===== src/rtl/pbw_pkg.sv =====
package pbw_pkg;
    localparam int XLEN    = 32;
    localparam int NREG    = 16;
    localparam int IDXW    = $clog2(NREG);
    localparam int BYTEW   = 8;
    localparam int LANEW   = 2 * BYTEW;
    localparam int NPAIR   = 2;                 // pair 0 -> D, pair 1 -> A
    localparam int LPP     = XLEN / LANEW;      // lanes per destination
    localparam logic [5:0] MAJ_PLAIN = 6'h1C;
    localparam logic [5:0] MAJ_ACC   = 6'h1D;

    typedef logic [IDXW-1:0] ridx_t;
    typedef logic [XLEN-1:0] word_t;

    typedef struct packed {
        logic        go;
        logic        acc;
        logic [1:0]  ptn;
        ridx_t       xd;
        ridx_t       xc;
        ridx_t       xb;
        ridx_t       xa;
    } op_t;

    // one widened lane: zero-extend, add or subtract, optional accumulate
    function automatic logic [LANEW-1:0] lane_op(
        input logic [BYTEW-1:0] b, input logic [BYTEW-1:0] c,
        input logic sub, input logic [LANEW-1:0] old);
        logic [LANEW-1:0] bz, cz;
        bz = {{(LANEW-BYTEW){1'b0}}, b};
        cz = {{(LANEW-BYTEW){1'b0}}, c};
        return (sub ? (bz - cz) : (bz + cz)) + old;
    endfunction
endpackage


===== src/rtl/pbw_decode.sv =====
module pbw_decode
    import pbw_pkg::*;
(
    input  logic        issue_valid,
    input  logic [31:0] insn,
    output op_t         op
);
    logic [5:0] major;
    logic [1:0] minor;
    logic       is_plain, is_acc;

    assign major    = insn[5:0];
    assign minor    = insn[23:22];
    assign is_plain = (major == MAJ_PLAIN) && (minor == 2'b00);
    assign is_acc   = (major == MAJ_ACC);

    always_comb begin
        op.go  = issue_valid && (is_plain || is_acc);
        op.acc = is_acc;
        op.ptn = insn[25:24];
        op.xd  = insn[21:18];
        op.xc  = insn[17:14];
        op.xb  = insn[13:10];
        op.xa  = insn[9:6];
    end

    // a word outside the two legal encodings never starts an operation
    always_comb begin
        a_r1_no_stray_go: assert (!op.go || is_plain || is_acc);
    end
endmodule


===== src/rtl/pbw_regfile.sv =====
module pbw_regfile
    import pbw_pkg::*;
(
    input  logic   clk,
    input  logic   rst,
    input  ridx_t  rb_idx,
    input  ridx_t  rc_idx,
    input  ridx_t  oa_idx,
    input  ridx_t  od_idx,
    input  ridx_t  x_ridx,
    output word_t  rb_data,
    output word_t  rc_data,
    output word_t  oa_data,
    output word_t  od_data,
    output word_t  x_rdata,
    input  logic   wa_en,
    input  ridx_t  wa_idx,
    input  word_t  wa_data,
    input  logic   wd_en,
    input  ridx_t  wd_idx,
    input  word_t  wd_data,
    input  logic   x_we,
    input  ridx_t  x_widx,
    input  word_t  x_wdata
);
    word_t mem [1:NREG-1];

    function automatic word_t rd(input ridx_t i);
        return (i == '0) ? '0 : mem[i];
    endfunction

    assign rb_data = rd(rb_idx);
    assign rc_data = rd(rc_idx);
    assign oa_data = rd(oa_idx);
    assign od_data = rd(od_idx);
    assign x_rdata = rd(x_ridx);

    generate
        for (genvar g = 1; g < NREG; g++) begin : g_ent
            always_ff @(posedge clk) begin
                if (rst)                                 mem[g] <= '0;
                else if (wd_en && wd_idx == ridx_t'(g))  mem[g] <= wd_data;
                else if (wa_en && wa_idx == ridx_t'(g))  mem[g] <= wa_data;
                else if (x_we  && x_widx == ridx_t'(g))  mem[g] <= x_wdata;
            end

            // an entry with no write pending keeps its value
            a_r10_idle_stable: assert property (@(posedge clk) disable iff (rst)
                !((wd_en && wd_idx == ridx_t'(g)) || (wa_en && wa_idx == ridx_t'(g)) ||
                  (x_we && x_widx == ridx_t'(g))) |=> $stable(mem[g]));
        end
    endgenerate

    // the D write always lands, even on top of an A write to the same entry
    a_r9_d_wins: assert property (@(posedge clk) disable iff (rst)
        (wd_en && wd_idx != '0) |=> rd($past(wd_idx)) == $past(wd_data));

    // entry 0 reads as zero
    always_comb begin
        a_r8_zero_entry: assert (x_ridx != '0 || x_rdata == '0);
    end
endmodule


===== src/rtl/pbw_lanes.sv =====
module pbw_lanes
    import pbw_pkg::*;
(
    input  op_t    op,
    input  word_t  b_data,
    input  word_t  c_data,
    input  word_t  olda,
    input  word_t  oldd,
    output word_t  res_a,
    output word_t  res_d
);
    logic  both_zero;
    word_t old_w [NPAIR];
    word_t res_w [NPAIR];

    assign both_zero = (op.xb == '0) && (op.xc == '0);
    assign old_w[0]  = op.acc ? oldd : '0;
    assign old_w[1]  = op.acc ? olda : '0;

    generate
        for (genvar p = 0; p < NPAIR; p++) begin : g_pair
            for (genvar l = 0; l < LPP; l++) begin : g_lane
                localparam int BI = p * LPP + l;
                assign res_w[p][l*LANEW +: LANEW] = both_zero ? '0 :
                    lane_op(b_data[BI*BYTEW +: BYTEW], c_data[BI*BYTEW +: BYTEW],
                            op.ptn[p], old_w[p][l*LANEW +: LANEW]);
            end
        end
    endgenerate

    assign res_d = res_w[0];
    assign res_a = res_w[1];

    // zero sources without accumulation give zero lanes from the arithmetic itself
    always_comb begin
        a_r7_zero_math: assert (!(b_data == '0 && c_data == '0 && !op.acc && op.ptn == 2'b00)
                                || (res_a == '0 && res_d == '0));
    end
endmodule


===== src/rtl/pbw_unit.sv =====
module pbw_unit
    import pbw_pkg::*;
(
    input  logic        clk,
    input  logic        rst,
    input  logic        issue_valid,
    input  logic [31:0] insn,
    input  logic        ext_we,
    input  logic [3:0]  ext_widx,
    input  logic [31:0] ext_wdata,
    input  logic [3:0]  ext_ridx,
    output logic [31:0] ext_rdata
);
    op_t   op;
    word_t b_data, c_data, olda, oldd, res_a, res_d;
    logic  wa_en, wd_en;

    pbw_decode u_dec (
        .issue_valid (issue_valid),
        .insn        (insn),
        .op          (op)
    );

    assign wa_en = op.go && (op.xa != '0);
    assign wd_en = op.go && (op.xd != '0);

    pbw_regfile u_rf (
        .clk     (clk),
        .rst     (rst),
        .rb_idx  (op.xb),
        .rc_idx  (op.xc),
        .oa_idx  (op.xa),
        .od_idx  (op.xd),
        .x_ridx  (ext_ridx),
        .rb_data (b_data),
        .rc_data (c_data),
        .oa_data (olda),
        .od_data (oldd),
        .x_rdata (ext_rdata),
        .wa_en   (wa_en),
        .wa_idx  (op.xa),
        .wa_data (res_a),
        .wd_en   (wd_en),
        .wd_idx  (op.xd),
        .wd_data (res_d),
        .x_we    (ext_we),
        .x_widx  (ext_widx),
        .x_wdata (ext_wdata)
    );

    pbw_lanes u_lanes (
        .op     (op),
        .b_data (b_data),
        .c_data (c_data),
        .olda   (olda),
        .oldd   (oldd),
        .res_a  (res_a),
        .res_d  (res_d)
    );

    // both sources at index 0 clear both written destinations
    a_r7_zero_sources: assert property (@(posedge clk) disable iff (rst)
        (op.go && op.xb == '0 && op.xc == '0) |-> (res_a == '0 && res_d == '0));
endmodule


===== config.mk =====
export PLATFORM = sky130hd
export DESIGN_NAME = pbw_unit
export DESIGN_NICKNAME = d
export VERILOG_FILES = /design/src/rtl/pbw_pkg.sv /design/src/rtl/pbw_decode.sv /design/src/rtl/pbw_regfile.sv /design/src/rtl/pbw_lanes.sv /design/src/rtl/pbw_unit.sv
export SDC_FILE = /design/constraint.sdc
export NUM_CORES = 2
export LEC_CHECK = 0
export CAP_MARGIN = 10
export CORE_UTILIZATION = 27
export DETAILED_ROUTE_END_ITERATION = 12
export PLACE_DENSITY = 0.51
export REMOVE_ABC_BUFFERS = 1
export SYNTH_ARGS = -nofsm -noshare
export SYNTH_HDL_FRONTEND = slang
export SYNTH_SLANG_ARGS = --single-unit

===== constraint.sdc =====
create_clock -name clk -period 7.77 [get_ports clk]
set_input_delay 0.777 -clock clk [delete_from_list [all_inputs] [get_ports clk]]
set_output_delay 0.777 -clock clk [all_outputs]
set_load 0.01 [all_outputs]

==> metrics.md <==
| Metric | Value |
|---|---|
| Status | finished clean |
| Post-cts repair resize count | 0 |
| Total of max-cap violations | 0 |
| Pre-antenna DRT Iters | 8 |
| Placed insts | 6,514 |
| Vias in the first global route | 42,900 |
| Via count | 45,600 |
| Initial antenna violation count | 21 |
| CTS Hold Bufs | 0 |
| Slew Viols, Final | 0 |
| Final Instance Count excl. Fillers | 6,627 |
| Most flop-heavy register | u_rf.mem |
| Gpl congestion | 1.10 |
| Synth area leader | edfxtp_1 |
| Commonest cells post-synth | 480 x edfxtp_1, 476 x mux4_2, 471 x nand2_1 |
| Remaining antenna violation count after routing | 0 |
| Worst Path Max Fanout | 19 |
| RSZ-0062 raised after global routing | no |
| Post-synth EDFFs | 480 |
| Post-route DRC | 0 |
| Drt wl/cell | 39.5 µm |
| Setup crit start kind | input port |
| Seq/Total Area, Yosys | 0.305 |
| Final WS setup | 1.09 ns |
| Largest net degree at the start of global routing | 74 |
| Power Dens Cells | 171 nW/µm² |
| Total Routing Usage GR | 0.288 |
| Die span in x | 421 µm |
| Starting Density | 0.272 |
| Via density | 6.87 |
| HPWL after DPL | 169 mm |
| Final setup viols | 0 |
| Post-CTS Setup Inserts | 0 |
| Period utilization | 0.860 |
| Critical Path RT | 8.28 ns |
| Iteration-0 DRC Markers | 7,656 |
| Synth Warn # | 0 |
| Worst Max-Slew Pin Slew | 1.25 ns |
| Gr ovfl total | 0 |
| Regs by FF count | u_rf.mem x480 |
| Max Fclk | 150 MHz |
| Hold_ws | 0.946 ns |
| Netlist cell types | 76 |
| Maximum vdd drop | 200 µV |
| Kind of end point of the critical path | flip-flop |
| Worst path buffer plus inverter count | 3 |
| Worst Hold Class | in2reg |
| First-pass GRT wire length | 352 mm |
| CTS root buffer | clkbuf_16 |
| # fillers | 17,600 |
| Asr flop ratio synth | 0 |
| Deepest clock path buffer count | 3 |
| Fin crit period | 6.68 ns |
| Syn_area_per_cell | 10.9 µm² |
| Detailed-route wire length | 262 mm |
| Die Y | 421 µm |
| WS Path Type | in2reg |
| Slew Limit Headroom | 0.159 |
| Worst Skew | 0.0629 ns |
| Netlist area before placement | 47,300 µm² |
| Worst path cell trace | clkbuf_8 > buf_4 > mux4_2 > mux2_2 > a22oi_1 > a21oi_1 > ha_1 > inv_1 > o21bai_1 > mux2i_1 > xnor2_1 > ha_1 > o21ai_0 > o21ai_0 > a31oi_2 > o21ai_1 > a211oi_1 > a311oi_2 > a22oi_1 > o21ai_0 |
| Setup_tns | 0 ns |
| Final nets | 4,459 |
| Cell row count | 153 |
| Placeable core region | 174,000 µm² |
| Port bufs | 101 |
| Die area | 177,000 µm² |
| Yosys top cell area share | 0.305 |
| CTS Buf Count | 56 |
| Hold Fails Final Rpt | 0 |
| Top FF cell, synth | edfxtp_1 |
| Gate Count Post-Synth | 4,359 |
| CP most frequent cell | o21ai_0 |
| Slowest cell delay on critical path | 1.03 ns |
| I/O Pins | 108 |
| # clock sinks | 480 |
| Most numerous cell in the Yosys netlist | edfxtp_1 |
| Share of cells above drive strength 1 | 0.232 |
| Setup slack at placement | 0.673 ns |
| Pleak | 0.0181 µW |
| CTS tree | yes |
| Top Family by Delay on Critical Path | compound AO/OA/AOI/OAI gates |
| Max FFs per register | 480 |
| CTS clk-pin slew, worst paths | 0.07 ns |
| Total number of H-tree levels | 2 |
| FF+latch count, synth | 480 |
| Worst-path cell with the longest stage delay | a311oi_2 |
| Worst-Skew Late Latency | 0.73 ns |
| Area Growth Syn to Fin | 12.6% |
| Top cells by area, synth | edfxtp_1 30%, mux4_2 23%, o221ai_1 5.8% |
| Crit path arrival time | 7.19 ns |
final timing paths:
check,start,endpoint,slack [ns],depth (start not counted)
min reg2reg,u_rf.mem[11][29]$_DFFE_PP_,u_rf.mem[1][29]$_DFFE_PP_,1.71,7
max reg2reg,u_rf.mem[15][16]$_DFFE_PP_,u_rf.mem[12][13]$_DFFE_PP_,1.30,18
min,ext_wdata[14],u_rf.mem[10][14]$_DFFE_PP_,0.95,3
max,insn[10],u_rf.mem[12][13]$_DFFE_PP_,1.09,20
layer usage:
metal / track usage / vias up / wire length (µm)
met5: 0.00445 / - / 138
met3: 0.106 / 1070 / 35800
li1: - / 17600 / -
met1: 0.340 / 22800 / 91300
met2: 0.435 / 4012 / 114000
met4: 0.193 / 20 / 20200
cell usage in the layout, fill, tap and decap left out, types with 21 or more instances in the layout:
master,synthesis,final
a221o_1,21,21
a31o_2,29,29
buf_12,0,23
nand2b_1,64,64
buf_4,16,195
edfxtp_1,480,480
o211ai_1,44,44
nor2b_1,29,27
a211oi_1,280,280
o21bai_1,40,40
a22oi_1,220,220
mux4_2,476,476
o221ai_1,311,311
mux2i_1,211,211
xnor2_1,47,47
inv_1,93,93
a21oi_1,132,132
ha_1,124,124
mux2_2,96,96
nand3_1,31,28
clkdlybuf4s50_1,0,81
nand2_1,471,456
o21ai_0,174,174
clkbuf_16,0,57
nor3_1,36,31
nor2_1,244,241
worst register-to-register path, cell delays in order, from the launching register on:
cell and delay, ns:
edfxtp_1 0.44, mux4_2 0.51, mux2_2 0.29, a22oi_1 0.23, a21oi_1 0.14, ha_1 0.26, fa_1 0.50, inv_1 0.08
mux2i_1 0.08, xnor2_1 0.42, ha_1 0.44, o21ai_0 0.33, o21ai_0 0.42, a31oi_2 0.23, o21ai_1 0.41, a211oi_1 0.16
a311oi_2 1.03, a22oi_1 0.20, o21ai_0 0.15
power by group:
part | internal, µW | switching, µW
sequential | 2960 | 132
clock | 1610 | 1280
combinational | 1060 | 2060
total | 5620 | 3470
cell type report:
| type | instances | area (µm²) | share of cell area |
|---|---|---|---|
| Antenna cell | 9 | 22.5 | 0.000423 |
| Clock buffer | 64 | 1450 | 0.0273 |
| Clock inverter | 40 | 442 | 0.00829 |
| Inverter | 93 | 349 | 0.00655 |
| Multi-Input combinational cell | 3305 | 30800 | 0.578 |
| Sequential cell | 480 | 14400 | 0.271 |
| Tap cell | 2325 | 2910 | 0.0546 |
| Timing Repair Buffer | 311 | 2880 | 0.0540 |
metrics by stage:
step	power, µW	utilization	instance area, µm²
3_5_place_dp	6150	0.295	51400
6_report	9100	0.306	53300
5_1_grt	9290	0.306	53300
3_3_place_gp	6120	0.295	51400
4_1_cts	8960	0.306	53300
2_1_floorplan	4750	-	45300
cell families after synthesis:
group                      Yosys count  synth area share
and+or+nand+nor                    947            0.0876
xor gates and xnor gates            68            0.0131
buffers and inverters              574            0.0496
AOI/OAI and AO/OA                 1371             0.213
DFF                                480             0.305
adders and majority gates          136            0.0379
muxes                              783             0.294
Note: power is estimated with default switching activity, not from simulation.
